<file path="src/rtl/spi_mmg_pkg.sv">
package spi_mmg_pkg;
  // Map a raw select level to "asserted" under the configured polarity.
  function automatic logic sel_asserted(input logic lvl, input logic act_high);
    return act_high ? lvl : ~lvl;
  endfunction
endpackage

</file>
<file path="src/rtl/spi_mmg_sync.sv">
module spi_mmg_sync #(
  parameter int STAGES = 2
) (
  input  logic clk,
  input  logic rst,
  input  logic pin_i,
  input  logic act_high_i,
  output logic act_o,
  output logic rise_o
);
  import spi_mmg_pkg::*;

  logic [STAGES-1:0] chain_q;
  logic              prev_q;

  generate
    if (STAGES == 1) begin : g_one
      always_ff @(posedge clk) begin
        if (rst) chain_q <= '0;
        else     chain_q <= pin_i;
      end
    end else begin : g_many
      always_ff @(posedge clk) begin
        if (rst) chain_q <= '0;
        else     chain_q <= {chain_q[STAGES-2:0], pin_i};
      end
    end
  endgenerate

  assign act_o = sel_asserted(chain_q[STAGES-1], act_high_i);

  // prev resets to asserted so no edge is seen straight out of reset
  always_ff @(posedge clk) begin
    if (rst) prev_q <= 1'b1;
    else     prev_q <= act_o;
  end

  assign rise_o = act_o & ~prev_q;
endmodule

</file>
<file path="src/rtl/spi_mmg_own.sv">
module spi_mmg_own #(
  parameter int HOLD = 3
) (
  input  logic clk,
  input  logic rst,
  input  logic drive_req_i,
  output logic own_drive_o,
  output logic busy_o
);
  localparam int CW = $clog2(HOLD + 1);

  logic          drive_q;
  logic [CW-1:0] cnt_q;

  always_ff @(posedge clk) begin
    if (rst) begin
      drive_q <= 1'b0;
      cnt_q   <= '0;
    end else begin
      drive_q <= drive_req_i;
      if (drive_q)             cnt_q <= CW'(HOLD);
      else if (cnt_q != '0)    cnt_q <= cnt_q - 1'b1;
    end
  end

  assign own_drive_o = drive_q;
  assign busy_o      = drive_q | (cnt_q != '0);


  release_masked_chk: assert property (@(posedge clk) disable iff (rst)
    $fell(drive_q) |-> busy_o);
endmodule

</file>
<file path="src/rtl/spi_mm_guard.sv">
module spi_mm_guard #(
  parameter int SYNC_STAGES = 2
) (
  input  logic clk,
  input  logic rst,
  input  logic cfg_master_i,
  input  logic cfg_sel_in_i,
  input  logic cfg_sel_act_high_i,
  input  logic sel_pin_i,
  input  logic xfer_req_i,
  input  logic flag_clr_i,
  output logic fault_o,
  output logic master_o,
  output logic sclk_oe_o,
  output logic mosi_oe_o,
  output logic sel_oe_o,
  output logic sel_out_o
);
  localparam int GUARD = SYNC_STAGES + 1;

  logic sel_act, sel_rise, own_drive, own_busy;
  logic fault_q, master_q, cfg_prev_q;
  logic armed, detect, master_d, en_rise;

  spi_mmg_sync #(.STAGES(SYNC_STAGES)) u_sync (
    .clk(clk), .rst(rst), .pin_i(sel_pin_i), .act_high_i(cfg_sel_act_high_i),
    .act_o(sel_act), .rise_o(sel_rise)
  );

  spi_mmg_own #(.HOLD(GUARD)) u_own (
    .clk(clk), .rst(rst), .drive_req_i(xfer_req_i & master_d),
    .own_drive_o(own_drive), .busy_o(own_busy)
  );

  assign armed   = master_q & cfg_master_i & cfg_sel_in_i & ~own_busy;
  assign detect  = armed & sel_rise;
  assign en_rise = cfg_master_i & ~cfg_prev_q;

  always_comb begin
    master_d = master_q;
    if (detect || !cfg_master_i) master_d = 1'b0;
    else if (en_rise && !fault_q) master_d = 1'b1;
  end

  always_ff @(posedge clk) begin
    if (rst) begin
      fault_q    <= 1'b0;
      master_q   <= 1'b0;
      cfg_prev_q <= 1'b0;
    end else begin
      cfg_prev_q <= cfg_master_i;
      master_q   <= master_d;
      if (detect)          fault_q <= 1'b1;
      else if (flag_clr_i) fault_q <= 1'b0;
    end
  end

  assign fault_o   = fault_q;
  assign master_o  = master_q;
  assign sclk_oe_o = master_q;
  assign mosi_oe_o = master_q;
  assign sel_oe_o  = own_drive;
  assign sel_out_o = own_drive ? cfg_sel_act_high_i : ~cfg_sel_act_high_i;


  armed_only_chk: assert property (@(posedge clk) disable iff (rst)
    $rose(fault_o) |-> $past(master_o && cfg_sel_in_i));

  fault_drops_master_chk: assert property (@(posedge clk) disable iff (rst)
    $rose(fault_o) |-> !master_o);

  no_drive_in_fault_chk: assert property (@(posedge clk) disable iff (rst)
    fault_o |-> !(sclk_oe_o || mosi_oe_o || sel_oe_o));

  own_not_fault_chk: assert property (@(posedge clk) disable iff (rst)
    sel_oe_o |=> !$rose(fault_o));

  clear_chk: assert property (@(posedge clk) disable iff (rst)
    (fault_o && flag_clr_i && !detect) |=> !fault_o);

  master_entry_chk: assert property (@(posedge clk) disable iff (rst)
    $rose(master_o) |-> ($past(!fault_o) && $past(cfg_master_i)));
endmodule

</file>
<file path="config.mk">
export PLATFORM = sky130hd
export DESIGN_NAME = spi_mm_guard
export DESIGN_NICKNAME = d
export VERILOG_FILES = /design/src/rtl/spi_mmg_pkg.sv /design/src/rtl/spi_mmg_sync.sv /design/src/rtl/spi_mmg_own.sv /design/src/rtl/spi_mm_guard.sv
export SDC_FILE = /design/constraint.sdc
export NUM_CORES = 1
export LEC_CHECK = 0
export BUFFER_PORTS_ARGS = -buffer_cell sky130_fd_sc_hd__buf_2
export CAP_MARGIN = 20
export CORE_AREA = 2 2 39 41
export DETAILED_ROUTE_END_ITERATION = 12
export DIE_AREA = 0 0 41 43
export GPL_TIMING_DRIVEN = 0
export REMOVE_ABC_BUFFERS = 1
export SYNTH_ARGS = -nofsm -noshare
export SYNTH_HDL_FRONTEND = slang
export SYNTH_SLANG_ARGS = --single-unit
</file>
<file path="constraint.sdc">
create_clock -name clk -period 1.4 [get_ports clk]
set_input_delay 0.07 -clock clk [delete_from_list [all_inputs] [get_ports clk]]
set_output_delay 0.07 -clock clk [all_outputs]
set_load 0.02 [all_outputs]
</file>
==> key figures, run 1 <==
Floorplanning
  • Row count: 14
  • # IOs: 14
  • Die Width: 41 µm
  • Starting Density: 26.1%
  • Core Region: 1380 µm²
  • Die ar.: 1760 µm²
  • Die height: 43 µm

Run
  • Max-cap violations: 0

STA
  • Min setup slack post-route: 0.0814 ns
  • Clock Skews: 0.00104 ns
  • RSZ-0062 raised after global routing: false
  • Tmin final: 1.32 ns
  • # setup viols final: 0
  • Final slew viol count: 0
  • Sum Neg Setup Slack: 0 ns
  • Rel. slew slack: 81.8%
  • Final hold violation count: 0
  • Final worst-path cycle share: 94.2%
  • Slew @ Worst Pin: 0.272 ns
  • FMAX: 758 MHz

Synth
  • Post-synthesis sequential area ratio: 49.8%
  • Synth top area cells: dfxtp_1 50%, xnor2_1 7.3%, o21ba_2 5.5%, nor2b_1 5.2%, a311oi_2 4.2%
  • Yosys reg bits: 9
  • Most common cell in the netlist: dfxtp_1
  • Post-synth EDFFs: 0
  • Commonest cells post-synth: 9 x dfxtp_1, 3 x inv_1, 3 x nor2b_1, 3 x xnor2_1
  • Unique masters post-synth: 16
  • Synth Cell Area: 362 µm²
  • Top_reg_cell synth: dfxtp_1
  • Yosys top cell area share: 49.8%
  • Cells after Synth: 34
  • Yosys warns: 0
  • Synthesized area per cell: 10.6 µm²
  • Area leader, netlist: dfxtp_1
  • Post-synth ARST share: 0%

Power
  • Clock Power Share: 27.4%
  • Power Dens Cells: 1540 nW/µm²
  • Comb power frac: 29.6%
  • Leak pwr: 0.219 nW
  • VDD IR-drop max: 576 µV
  • Pint: 0.515 mW
  • NetSw: 0.206 mW
  • Sw frac: 28.6%
  • Sequential Power Share: 43.0%

GRT
  • First-pass GRT wire length: 945 µm
  • Antenna violations before repair: 0
  • Largest net degree at the start of global routing: 8
  • Vias in the first global route: 239
  • GRT Total Usage: 8.55%
  • GRT Residual Overflow: 0

Clock tree
  • Setup Buffers After CTS: 0
  • Clk_lat worst skew: 0.25 ns
  • Maximum buffer depth of the clock tree: 2
  • Cts repair resizes: 0
  • Clk sink count: 9
  • TritonCTS buffer count: 3
  • CTS tree: yes
  • H-tree lvl count: 1
  • Clock slew seen by the registers of the worst setup and hold paths: 0.06 ns
  • Clk root buf: clkbuf_4

Cells and area
  • Nets: 60
  • Non-Filler Instances: 66
  • Layout cell share with drive strength beyond 1: 40.0%
  • Final core utilization: 33.8%
  • Area growth, synth to finish: 29.4%
  • N_diodes: 0
  • Final instance area: 468 µm²
  • Layout fillers: 152

Worst setup path
  • Critical path's slowest cell: dfxtp_1
  • CP required: 1.60 ns
  • Crit-path cells: inv_1 -> ha_1 -> nor2b_1 -> a311oi_2 -> and2_1
  • Startpoint class of the critical path: flip-flop
  • CP Max Fanout: 3
  • Setup crit end kind: flip-flop
  • Setup CP Type: reg2reg
  • CP peak stage delay: 0.35 ns
  • Data arrival, critical path: 1.52 ns
  • Buffers & Inverters on Critical Path: 1
  • CP top delay family: flip-flops

Placed design
  • Cell Area, Placed: 432 µm²
  • I/O Buffers: 13
  • Placer Congestion: 0.651
  • Inst Count DP: 61
  • Dpl hpwl: 479 µm
  • Pre-CTS setup slack: 0.0948 ns

Outcome
  • Status: finished clean

Route
  • Routed length per placed instance: 9.03 µm
  • Residual DRC count: 0
  • Iteration count of the initial detailed-routing pass: 2
  • Final WL: 596 µm
  • Antenna-violating nets left: 0
  • Post-DR vias/cell: 4.26
  • Initial drt markers: 3
  • Via count: 281

Hold path
  • Worst hold path type: in2reg
## final timing paths
path	startpoint	to	slack [ns]	cells after the start
worst max-delay path	u_own.cnt_q[0]	u_own.own_drive_o	0.08	5
worst min register to register	u_sync.chain_q[0]	u_sync.chain_q[1]	0.44	1
worst max register to register	u_own.cnt_q[0]	u_own.own_drive_o	0.08	5
worst min-delay path	sel_pin_i	u_sync.chain_q[0]	0.03	2
## layer usage
| layer | global-route usage [%] | up-vias | wire [µm] |
|---|---|---|---|
| met3 | 6.28 | 0 | 56 |
| met2 | 10.6 | 12 | 267 |
| met4 | 6.00 | 0 | 0 |
| met1 | 9.71 | 127 | 271 |
| met5 | 0 | - | 0 |
| li1 | - | 142 | - |
## cell usage in the layout, fill, tap and decap left out, types with 2 or more instances in the layout
master	Yosys	layout
buf_2	0	13
dfxtp_1	9	9
inv_1	3	3
xnor2_1	3	3
nor2b_1	3	3
clkbuf_4	0	3
nand2b_1	2	2
o21ba_2	2	2
nor2_1	2	2
## power groups by stage
stage / Sequential (mW) / Combinational, mW / Clock (mW)
3_3_place_gp: 0.314 / 0.205 / 0
5_1_grt: 0.312 / 0.246 / 0.223
3_5_place_dp: 0.315 / 0.216 / 0
2_1_floorplan: 0.320 / 0.167 / 0
6_report: 0.310 / 0.214 / 0.198
4_1_cts: 0.310 / 0.217 / 0.211
## what timing repair did
action,CTS,global route
hold buffers,1,0
endpoints found under the hold margin,1,0
endpoints found under the setup margin,0,0
## cells by family (layout without fill, tap and decap cells)
family	Yosys count	count (layout)	share of synthesized area, %
xor gates and xnor gates	3	3	7.27
and+or+nand+nor	11	11	18.3
AOI/OAI and AO/OA	4	4	11.1
DFF	9	9	49.8
buffers and inverters	5	21	7.26
muxes	1	1	2.77
adders and majority gates	1	1	3.46
## stage by stage
step	hold WS, ns	total power, mW
finish	0.0306	0.722
global route	0.0283	0.781
floorplan	0.139	0.487
detailed placement	0.273	0.530
global placement	0.273	0.519
CTS	0.0262	0.738
## area by class of cell
type | instances | area [µm²] | area share [%]
Multi-Input combinational cell | 20 | 155 | 33.2
Clock buffer | 4 | 26.3 | 5.61
Inverter | 3 | 11.3 | 2.41
Timing Repair Buffer | 14 | 75.1 | 16.0
Sequential cell | 9 | 180 | 38.5
Tap cell | 16 | 20.0 | 4.28
## registers in the layout (all words and copies together) (netlist names)
register,flops
cfg_prev_q,1
u_own.cnt_q,2
u_sync.prev_q,1
u_sync.chain_q,2
u_own.own_drive_o,1
fault_o,1
master_o,1
Note: power is estimated with default switching activity, not from simulation.
==> run 2: changes to the inputs <==
Settings changed: SYNTH_HIERARCHICAL from default to 1.
==> run 2 against run 1 <==
Net effect:
- area after synthesis up 11%
- sequential cell count stayed put
- cell count is 9.1% higher
- critical path type unchanged
- largest cell class is now multi-input combinational cells
==> key figures, run 2 <==
Clock tree
  • Maximum buffer depth of the clock tree: 2 (unchanged)
  • CTS tree: yes (unchanged)
  • Clock slew seen by the registers of the worst setup and hold paths: 0.06 ns (about the same)
  • TritonCTS buffer count: 3 (unchanged)
  • Clk_lat worst skew: 0.26 ns (was 0.25 ns)
  • Cts hold-fix bufs: 0 (was 1)
  • Clk sink count: 9 (unchanged)
  • H-tree lvl count: 1 (unchanged)
  • Clk root buf: clkbuf_4 (unchanged)

Floorplanning
  • # IOs: 14 (unchanged)
  • Die height: 43 µm (unchanged)
  • Starting Density: 29.0% (was 26.1%)
  • Row count: 14 (unchanged)
  • Die ar.: 1760 µm² (unchanged)
  • Core Region: 1380 µm² (unchanged)
  • Die Width: 41 µm (unchanged)

Cells and area
  • Most common cell after layout, fill and taps aside: buf_2 (unchanged)
  • Biggest regs: u_own/cnt_q x2, u_sync/chain_q x2 (was u_own.cnt_q x2, u_sync.chain_q x2)
  • Area growth, synth to finish: 34.3% (was 29.4%)
  • N_diodes: 0 (unchanged)
  • Layout fillers: 146 (was 152)
  • Nets: 66 (was 60)
  • Non-Filler Instances: 72 (was 66)
  • Most frequent cells in the layout: 13 x buf_2, 8 x dfxtp_1, 4 x nor2_1 (was 13 x buf_2, 9 x dfxtp_1)
  • Final core utilization: 39.0% (was 33.8%)
  • Layout cell share with drive strength beyond 1: 46.4% (was 40.0%)

Worst setup path
  • CP Max Fanout: 3 (unchanged)
  • Buffers & Inverters on Critical Path: 1 (unchanged)
  • Setup CP Type: reg2reg (unchanged)
  • Crit-path cells: inv_2 -> ha_4 -> or2b_1 -> and3b_4 -> a211oi_2 -> nor2b_1 (was inv_1 -> ha_1 -> nor2b_1 -> a311oi_2 -> and2_1)
  • Critical path's slowest cell: and3b_4 (was dfxtp_1)
  • CP peak stage delay: 0.32 ns (was 0.35 ns)
  • CP top delay family: simple AND/OR/NAND/NOR gates (was flip-flops)
  • Setup crit end kind: flip-flop (unchanged)
  • Data arrival, critical path: 1.49 ns (was 1.52 ns)
  • Startpoint class of the critical path: flip-flop (unchanged)
  • CP required: 1.55 ns (was 1.60 ns)

Power
  • Sw frac: 29.1% (was 28.6%)
  • Pint: 0.598 mW (was 0.515 mW)
  • NetSw: 0.245 mW (was 0.206 mW)
  • Clock Power Share: 23.3% (was 27.4%)
  • Leak pwr: 0.266 nW (was 0.219 nW)
  • Power Dens Cells: 1560 nW/µm² (was 1540 nW/µm²)
  • Comb power frac: 39.3% (was 29.6%)
  • VDD IR-drop max: 655 µV (was 576 µV)
  • Sequential Power Share: 37.4% (was 43.0%)

GRT
  • Met3 usage: 6.28% (unchanged)
  • Vias in the first global route: 260 (was 239)
  • Largest net degree at the start of global routing: 11 (was 8)
  • Met2 Use GR: 14.7% (was 10.6%)
  • GRT Total Usage: 9.47% (was 8.55%)
  • GRT Residual Overflow: 0 (unchanged)
  • Met1 Use GR: 11.4% (was 9.71%)
  • First-pass GRT wire length: 1110 µm (was 945 µm)
  • Grt peak-use layer: met2 (unchanged)
  • Antenna violations before repair: 0 (unchanged)

STA
  • Final hold violation count: 0 (unchanged)
  • FMAX: 745 MHz (was 758 MHz)
  • RSZ-0062 raised after global routing: true (was false)
  • Final slew viol count: 0 (unchanged)
  • Final worst-path cycle share: 95.9% (was 94.2%)
  • Sum Neg Setup Slack: 0 ns (unchanged)
  • Hold slack: 0.0212 ns (was 0.0306 ns)
  • Clock Skews: 0.00232 ns (was 0.00104 ns)
  • Tmin final: 1.34 ns (was 1.32 ns)
  • Rel. slew slack: 84.9% (was 81.8%)
  • Slew @ Worst Pin: 0.226 ns (was 0.272 ns)
  • # setup viols final: 0 (unchanged)

Route
  • Residual DRC count: 0 (unchanged)
  • Final WL: 729 µm (was 596 µm)
  • Post-DR vias/cell: 4.18 (was 4.26)
  • Initial drt markers: 1 (was 3)
  • Iteration count of the initial detailed-routing pass: 2 (unchanged)
  • Routed length per placed instance: 10.1 µm (was 9.03 µm)
  • Antenna-violating nets left: 0 (unchanged)
  • Via count: 301 (was 281)

Run
  • Max-cap violations: 0 (unchanged)

Synth
  • Synth Cell Area: 402 µm² (was 362 µm²)
  • Cells after Synth: 38 (was 34)
  • Synthesized area per cell: 10.6 µm² (about the same)
  • Yosys warns: 6 (was 0)

Placed design
  • Inst Count DP: 65 (was 61)
  • Placer Congestion: 0.636 (was 0.651)
  • Dpl hpwl: 504 µm (was 479 µm)
  • I/O Buffers: 13 (unchanged)

Hold path
  • Worst hold path type: in2reg (unchanged)

Outcome
  • Status: finished clean (unchanged)
run 2: path summary, 6_finish.rpt:
check                    startpoint                end  slack, ns  cells after the start
hold reg to reg   u_sync/chain_q[0]  u_sync/chain_q[1]       0.44                      1
setup / recovery     u_own/cnt_q[1]  u_own/own_drive_o       0.06                      6
hold / removal            sel_pin_i  u_sync/chain_q[0]       0.02                      2
setup reg to reg     u_own/cnt_q[1]  u_own/own_drive_o       0.06                      6
run 2: routing by layer:
metal | part of all wire [%] | vias up
met5 | 0 | -
met4 | 0 | 0
met3 | 7.0 | 0
met2 | 50 | 9
met1 | 43 | 135
li1 | - | 157
run 2: per-stage QoR:
stage                     setup slack, ns  total power [mW]  instance area, µm²
after global placement            -0.0328             0.536                 472
final                              0.0572             0.843                 539
after global routing             -0.00501             0.905                 539
after CTS                         0.00885             0.782                 508
after detailed placement          -0.0405             0.545                 472
after floorplan                    0.0334             0.494                 387
run 2: area by class of cell:
cell class,count,area [µm²],area share (%)
inverters,4,15.0,2.78
repair buffers,16,87.6,16.2
clock buffers,4,26.3,4.87
well taps,16,20.0,3.71
multi-input cells,23,209,38.7
flip-flops and latches,9,181,33.6
run 2: power by group through the flow:
stage / clock network, mW / logic (mW) / registers (mW)
2_1_floorplan: 0 / 0.174 / 0.320
4_1_cts: 0.209 / 0.264 / 0.309
6_report: 0.197 / 0.331 / 0.315
3_3_place_gp: 0 / 0.222 / 0.314
3_5_place_dp: 0 / 0.230 / 0.315
5_1_grt: 0.222 / 0.366 / 0.317
run 2: worst register-to-register path, delay by kind of cell (launching register included):
family / cells / cell delay (ns)
compound gates: 1 / 0.06
buf+inv: 1 / 0.07
fa+ha+maj: 1 / 0.13
simple gates: 3 / 0.66
flops: 1 / 0.30
run 2: what timing repair did:
| action | CTS | global route |
|---|---|---|
| resized for setup | 1 | 5 |
| gates cloned | 0 | 0 |
| buffers inserted | 1 | 2 |
| pin swaps | 0 | 2 |
| setup endpoints to repair | 2 | 3 |
==> run 3: changes to the inputs <==
Settings changed: REMOVE_ABC_BUFFERS 1 to default, SETUP_SLACK_MARGIN from default to 0.4.
==> run 3 against run 2 <==
Net effect:
- power shrank 3.9%
- non-clock buffer count is the same
- clock skew is essentially flat
- critical endpoint unchanged
- clock-buffer cell count shrank 1
- die area is the same
- maximum frequency shrank 1.2%
- core utilization grew 0.18 points
- critical path depth is the same
- worst hold slack lost 0.0017 ns
- sequential cell count is the same
- first-iteration DRC count grew to 4.0 times the previous value
- wire length shrank 2.9%
==> key figures, run 3 (synthesized netlist as in run 2, its figures left out) <==
STA
  • Final hold violation count: 0 (unchanged)
  • Min setup slack post-route: 0.0410 ns (was 0.0572 ns)
  • Clock Skews: 0.00275 ns (was 0.00232 ns)
  • Slew @ Worst Pin: 0.237 ns (was 0.226 ns)
  • Rel. slew slack: 84.2% (was 84.9%)
  • Tmin final: 1.36 ns (was 1.34 ns)
  • Final worst-path cycle share: 97.1% (was 95.9%)
  • # setup viols final: 0 (unchanged)
  • FMAX: 736 MHz (was 745 MHz)
  • Hold slack: 0.0196 ns (was 0.0212 ns)
  • RSZ-0062 raised after global routing: true (unchanged)
  • Final slew viol count: 0 (unchanged)

Route
  • Routed length per placed instance: 9.83 µm (was 10.1 µm)
  • Post-DR vias/cell: 4.17 (was 4.18)
  • Via count: 300 (was 301)
  • Final WL: 708 µm (was 729 µm)
  • Initial drt markers: 4 (was 1)
  • Iteration count of the initial detailed-routing pass: 4 (was 2)
  • Antenna-violating nets left: 0 (unchanged)
  • Residual DRC count: 0 (unchanged)

Clock tree
  • H-tree lvl count: 1 (unchanged)
  • Maximum buffer depth of the clock tree: 2 (unchanged)
  • TritonCTS buffer count: 3 (unchanged)
  • Clk sink count: 9 (unchanged)
  • Cts hold-fix bufs: 0 (unchanged)
  • CTS tree: yes (unchanged)
  • Clk root buf: clkbuf_4 (unchanged)
  • Clk_lat worst skew: 0.26 ns (about the same)
  • Clock slew seen by the registers of the worst setup and hold paths: 0.06 ns (about the same)

Placed design
  • Pre-CTS setup slack: 0.0222 ns (was -0.0405 ns)
  • Dpl hpwl: 554 µm (was 504 µm)
  • I/O Buffers: 13 (unchanged)
  • Placer Congestion: 0.632 (was 0.636)
  • Inst Count DP: 67 (was 65)

Worst setup path
  • CP top delay family: simple AND/OR/NAND/NOR gates (unchanged)
  • Setup CP Type: reg2reg (unchanged)
  • Critical path's slowest cell: dfxtp_2 (was and3b_4)
  • CP required: 1.55 ns (about the same)
  • Worst reg2reg path startpoint: u_own/cnt_q[0] (was u_own/cnt_q[1])
  • Setup crit end kind: flip-flop (unchanged)
  • Data arrival, critical path: 1.51 ns (was 1.49 ns)
  • Startpoint class of the critical path: flip-flop (unchanged)
  • Crit-path cells: inv_2 -> ha_4 -> or2b_1 -> and3b_4 -> a211oi_2 -> nor2b_1 (unchanged)
  • CP peak stage delay: 0.33 ns (was 0.32 ns)
  • Buffers & Inverters on Critical Path: 1 (unchanged)
  • CP Launch Point: u_own/cnt_q[0] (was u_own/cnt_q[1])
  • CP Max Fanout: 3 (unchanged)

GRT
  • Largest net degree at the start of global routing: 11 (unchanged)
  • GRT Residual Overflow: 0 (unchanged)
  • First-pass GRT wire length: 1100 µm (was 1110 µm)
  • Vias in the first global route: 271 (was 260)
  • GRT Total Usage: 9.07% (was 9.47%)
  • Antenna violations before repair: 0 (unchanged)

Floorplanning
  • Die ar.: 1760 µm² (unchanged)
  • Core Region: 1380 µm² (unchanged)
  • Die height: 43 µm (unchanged)
  • Starting Density: 29.0% (unchanged)
  • Die Width: 41 µm (unchanged)
  • # IOs: 14 (unchanged)
  • Row count: 14 (unchanged)

Cells and area
  • N_diodes: 0 (unchanged)
  • Most frequent cells in the layout: 13 x buf_2, 7 x dfxtp_1, 4 x nor2_1 (was 13 x buf_2, 8 x dfxtp_1, 4 x nor2_1)
  • Final core utilization: 39.2% (was 39.0%)
  • Layout cell share with drive strength beyond 1: 50.0% (was 46.4%)
  • Most common cell after layout, fill and taps aside: buf_2 (unchanged)
  • Non-Filler Instances: 72 (unchanged)
  • Biggest regs: u_own/cnt_q x2, u_sync/chain_q x2 (unchanged)
  • Area growth, synth to finish: 34.9% (was 34.3%)
  • Layout fillers: 153 (was 146)
  • Nets: 66 (unchanged)

Hold path
  • Startpoint of the worst hold path: sel_pin_i (unchanged)
  • Worst hold path type: in2reg (unchanged)

Power
  • Clock Power Share: 24.8% (was 23.3%)
  • Leak pwr: 0.270 nW (was 0.266 nW)
  • NetSw: 0.244 mW (was 0.245 mW)
  • Comb power frac: 36.1% (was 39.3%)
  • VDD IR-drop max: 558 µV (was 655 µV)
  • Sw frac: 30.2% (was 29.1%)
  • Power Dens Cells: 1490 nW/µm² (was 1560 nW/µm²)
  • Pint: 0.566 mW (was 0.598 mW)
  • Sequential Power Share: 39.1% (was 37.4%)

Run
  • Max-cap violations: 0 (unchanged)

Synth
  • Syn_nets: 47

Outcome
  • Status: finished clean (unchanged)
## run 3: cell types whose count changed in the layout (fill, tap and decap cells not counted), sizes merged
cell / change
clkbuf: -1
clkinv: +1
## run 3: stage by stage
step / total power, mW / area [µm²] / setup TNS (ns)
final: 0.810 / 542 / 0
after detailed placement: 0.605 / 505 / 0
after global placement: 0.588 / 505 / 0
after floorplan: 0.542 / 420 / 0
after global routing: 0.869 / 542 / -0.0110
after CTS: 0.822 / 541 / 0
## run 3: power by group through the flow
stage	sequential [mW]	combinational, mW	clock (mW)
after global routing	0.323	0.327	0.219
after CTS	0.316	0.298	0.207
after global placement	0.322	0.266	0
after floorplan	0.323	0.218	0
after detailed placement	0.322	0.283	0
final	0.316	0.293	0.201
## run 3: cell type report
type / instances / area [µm²] / area share [%]
multi-input combinational: 23 / 209 / 38.6
buffer: 2 / 15.0 / 2.77
timing repair buffer: 14 / 72.6 / 13.4
tap: 16 / 20.0 / 3.70
sequential: 9 / 183 / 33.7
clock inverter: 1 / 5.00 / 0.924
inverter: 4 / 15.0 / 2.77
clock buffer: 3 / 22.5 / 4.16
## run 3: what timing repair did
item                                    4_1_cts  5_1_grt
pin swaps                                     1        0
buffers inserted                              1        0
gates resized for setup                       0        1
cloned                                        0        0
endpoints found under the setup margin        4        8
## run 3: worst paths after layout
path | end | cells after the start | slack, ns
min reg2reg | u_sync/chain_q[1] | 1 | 0.45
min | u_sync/chain_q[0] | 2 | 0.02
max | u_own/own_drive_o | 6 | 0.04
max reg2reg | u_own/own_drive_o | 6 | 0.04
## run 3: per-layer routing
| metal | GRT usage [%] | vias to the layer above | share of wire [%] |
|---|---|---|---|
| met2 | 11.6 | 5 | 46 |
| met4 | 6.00 | 0 | 0 |
| met5 | 0 | - | 0 |
| li1 | - | 159 | - |
| met3 | 1.57 | 0 | 2.8 |
| met1 | 13.4 | 136 | 51 |
